$ cat src/rtl/burst_seq_pkg.sv
package burst_seq_pkg;
  typedef enum logic {
    ORD_LINEAR = 1'b0,
    ORD_XOR    = 1'b1
  } burst_ord_e;
endpackage

$ cat src/rtl/burst_beat_ctr.sv
module burst_beat_ctr #(
  parameter int BEAT_W = 2
) (
  input  logic              clk_i,
  input  logic              rst_ni,
  input  logic              clr_i,
  input  logic              step_i,
  output logic [BEAT_W-1:0] idx_o,
  output logic              final_o
);
  logic [BEAT_W-1:0] idx_q;

  // clear has priority over step
  always_ff @(posedge clk_i or negedge rst_ni) begin
    if (!rst_ni)     idx_q <= '0;
    else if (clr_i)  idx_q <= '0;
    else if (step_i) idx_q <= idx_q + 1'b1;
  end

  assign idx_o   = idx_q;
  assign final_o = &idx_q;
endmodule

$ cat src/rtl/burst_order_map.sv
module burst_order_map
  import burst_seq_pkg::*;
#(
  parameter int BEAT_W = 2
) (
  input  logic [BEAT_W-1:0] start_i,
  input  logic [BEAT_W-1:0] idx_i,
  input  burst_ord_e        ord_i,
  output logic [BEAT_W-1:0] low_o
);
  logic [BEAT_W-1:0] lin_low, xor_low;

  assign lin_low = start_i + idx_i;  // wraps within aligned group
  assign xor_low = start_i ^ idx_i;

  always_comb begin
    unique case (ord_i)
      ORD_XOR: low_o = xor_low;
      default: low_o = lin_low;
    endcase
  end
endmodule

$ cat src/rtl/burst_addr_seq.sv
module burst_addr_seq
  import burst_seq_pkg::*;
#(
  parameter int ADDR_W    = 19,
  parameter int BURST_LEN = 4
) (
  input  logic              clk_i,
  input  logic              rst_ni,
  input  logic              load_i,
  input  logic [ADDR_W-1:0] addr_i,
  input  logic              adv_i,
  input  logic              mode_i,
  output logic [ADDR_W-1:0] addr_o,
  output logic              last_o
);
  localparam int BEAT_W = $clog2(BURST_LEN);

  logic [ADDR_W-1:0] base_q;
  burst_ord_e        mode_q;
  logic [BEAT_W-1:0] idx;
  logic [BEAT_W-1:0] low;

  always_ff @(posedge clk_i or negedge rst_ni) begin
    if (!rst_ni) begin
      base_q <= '0;
      mode_q <= ORD_LINEAR;
    end else if (load_i) begin
      base_q <= addr_i;
      mode_q <= burst_ord_e'(mode_i);
    end
  end

  burst_beat_ctr #(.BEAT_W(BEAT_W)) u_ctr (
    .clk_i  (clk_i),
    .rst_ni (rst_ni),
    .clr_i  (load_i),
    .step_i (adv_i),
    .idx_o  (idx),
    .final_o(last_o)
  );

  burst_order_map #(.BEAT_W(BEAT_W)) u_map (
    .start_i(base_q[BEAT_W-1:0]),
    .idx_i  (idx),
    .ord_i  (mode_q),
    .low_o  (low)
  );

  assign addr_o = {base_q[ADDR_W-1:BEAT_W], low};
endmodule

$ cat config.mk
export PLATFORM = sky130hd
export DESIGN_NAME = burst_addr_seq
export DESIGN_NICKNAME = d
export VERILOG_FILES = /design/src/rtl/burst_seq_pkg.sv /design/src/rtl/burst_beat_ctr.sv /design/src/rtl/burst_order_map.sv /design/src/rtl/burst_addr_seq.sv
export SDC_FILE = /design/constraint.sdc
export NUM_CORES = 1
export LEC_CHECK = 0
export BUFFER_PORTS_ARGS = -buffer_cell sky130_fd_sc_hd__buf_2
export CORE_MARGIN = 2
export CORE_UTILIZATION = 40
export CTS_BUF_LIST = sky130_fd_sc_hd__clkbuf_16
export CTS_CLUSTER_SIZE = 30
export DETAILED_ROUTE_END_ITERATION = 16
export PLACE_DENSITY_LB_ADDON = 0.25
export SLEW_MARGIN = 20
export SYNTH_ARGS = -nofsm -noshare
export SYNTH_HDL_FRONTEND = slang
export SYNTH_SLANG_ARGS = --single-unit
export TNS_END_PERCENT = 1
$ cat constraint.sdc
create_clock -name clk_i -period 1.09 [get_ports clk_i]
set_clock_uncertainty 0.05 [all_clocks]
set_input_delay 0.218 -clock clk_i [delete_from_list [all_inputs] [get_ports clk_i]]
set_output_delay 0.218 -clock clk_i [all_outputs]
set_load 0.05 [all_outputs]
==> flow_summary.json <==
{
  "hold_viol": 0,
  "fp.dieH_um": 54.03,
  "status": "complete, but fails checks",
  "place_ws_ns": -0.2623,
  "ys_seq_area_share_pct": 55.00,
  "wl_um": 1619,
  "async_flop_share_pct": 100.0,
  "vias": 615,
  "rows": 18,
  "slowest_stage": "dfrtp_1",
  "synth_top_area_share_pct": 55.00,
  "crit_path_end_kind": "output port",
  "fin_cells": 134,
  "ir_drop_mv": 1.326,
  "drc": 0,
  "final_cell_area_um2": 1415,
  "hp-class": "in -> reg",
  "cts_root_buf": "clkbuf_16",
  "yosys_warnings": 0,
  "arrival_ns": 1.23,
  "synth_edf_count": 0,
  "numPortBuffers": 43,
  "area_growth_pct": 41.38,
  "cp-start-kind": "flop",
  "synth_area_um2": 1001,
  "timing.rr.start": "u_ctr.idx_o[0]",
  "power_density_nw_per_um2": 1739,
  "drv_slew": 0,
  "crit_fanout": 2,
  "critPathLaunch": "u_ctr.idx_o[0]",
  "finalCriticalPeriod_ns": 1.498,
  "place_area_um2": 1195,
  "yosysUniqueCellTypes": 9,
  "setup_tns_ns": -0.9903,
  "fillers": 211,
  "first_pass_iters": 1,
  "cts_tree": "done",
  "worstPathRequired_ns": 0.82,
  "clkLatencyLatePin_ns": 0.25,
  "cts_setup_buffers": 0,
  "first_iter_violations": 0,
  "p_leak_nw": 0.6666,
  "netlist_top_cells_area": "dfrtp_1 (55%), mux2_2 (23%), buf_4 (13%), xnor2_1 (2.6%), ha_1 (2.5%)",
  "htree_levels": 1,
  "dp_cells": 129,
  "grt_first_pass_wirelength_um": 2663,
  "coreArea_um2": 2432,
  "via_per_inst": 4.590,
  "initial_core_util_pct": 41.15,
  "syn_area_per_cell_um2": 14.30,
  "synth-main-ff-cell": "dfrtp_1",
  "cts.sinks": 22,
  "wl_per_cell_um": 12.08,
  "ioPinCount": 44,
  "grt_use_total_pct": 12.91,
  "gr-total-overflow": 0,
  "finalCritPeriodShare_pct": 137.5,
  "die_x_um": 54.03,
  "crit_type": "reg -> out",
  "synth_seq_cells": 22,
  "cts_buffer_depth": 2,
  "cts_buffers": 3,
  "drive_gt1_share_pct": 72.12,
  "violations": "negative setup slack",
  "die_area_um2": 2919,
  "netlist_top_cells_count": "dfrtp_1 (22), mux2_2 (20), buf_4 (17), xnor2_1 (3)",
  "antenna_cells": 0,
  "max_stage_delay_ns": 0.35,
  "finalNetCount": 131,
  "clk_pin_slew_worst_paths_ns": 0.06,
  "synth_cells": 70,
  "worstMarginPinSlew_ns": 0.4908,
  "hold_start": "addr_i[10]",
  "dpl.hpwl_um": 1179,
  "rsz0062_at_grt": "yes",
  "power_mw": 2.461,
  "synth.most_common_cell": "dfrtp_1",
  "ant_nets": 0,
  "cap_viol_max_count": 0,
  "setup_slack_ns": -0.4084,
  "final_util_pct": 58.18,
  "hold_slack_ns": 0.1471,
  "slew_headroom_pct": 67.28,
  "antenna_found_initial": 0,
  "syn_nets": 96,
  "finalSetupViolations": 4,
  "gp_congestion": 0.5664,
  "crit_chain": "ha_2 -> nor2b_4 -> xnor2_4 -> buf_6",
  "first_global_vias": 648,
  "max_freq_mhz": 667.4,
  "critPathTopFamily": "flip-flops",
  "synth_top_area_cell": "dfrtp_1",
  "grt_max_degree": 23,
  "crit_buf_inv": 1
}
flip-flops by register name, summed over array words and instances, names as in the netlist:
signal and count:
u_ctr.idx_o 2, base_q 19, mode_q 1
power breakdown:
part | switching (mW) | internal (mW)
clock | 0.272 | 0.488
combinational | 0.417 | 0.330
sequential | 0.0552 | 0.899
worst register-to-register path: stages, from the launching register on:
cell and delay, ns:
dfrtp_1 0.38, buf_4 0.14, ha_2 0.26, mux2i_1 0.13
nor2_1 0.05
layout by cell type, fill, tap and decap left out, drive strengths merged:
| master | count |
|---|---|
| ha | 2 |
| nor2 | 2 |
| clkbuf | 3 |
| clkinv | 1 |
| mux2 | 20 |
| mux2i | 1 |
| dlygate4sd3 | 1 |
| nor2b | 1 |
| xnor2 | 3 |
| buf | 48 |
| dfrtp | 22 |
per-layer routing:
metal	up-vias	wire [um]	global-route usage, %
li1	285	-	-
met1	299	648	13.81
met2	27	831	22.76
met3	4	113	4.167
met4	0	26	6.250
met5	-	0	0
logic make-up after synthesis:
group	after synthesis	share of synthesized area, %
adder cells (fa/ha/maj)	2	2.500
AND/OR/NAND/NOR	3	1.376
multiplexers	21	23.50
XOR/XNOR	3	2.625
flip-flops	22	55.00
buffers and inverters	19	15.00
timing repair:
item,CTS,global route
hold buffers,1,0
pin swaps,2,0
hold endpoints to repair,22,0
gates resized for setup,30,12
endpoints found under the setup margin,21,16
final cells by class:
cell class	count	area (um^2)	area share [%]
clock inverters	1	3.754	0.2653
well taps	30	37.54	2.653
repair buffers	49	416.7	29.44
flip-flops and latches	22	550.5	38.90
clock buffers	3	75.07	5.305
multi-input cells	29	331.6	23.43
worst paths after layout:
check / to / slack [ns] / depth (start not counted)
max in group asynchronous: base_q[18] / 0.25 / 2
min in group asynchronous: base_q[0] / 0.41 / 2
worst max-delay path: addr_o[1] / -0.41 / 4
worst min register to register: base_q[0] / 0.47 / 1
worst min-delay path: base_q[10] / 0.15 / 2
worst max register to register: u_ctr.idx_o[1] / -0.03 / 4
Note: power is estimated with default switching activity, not from simulation.
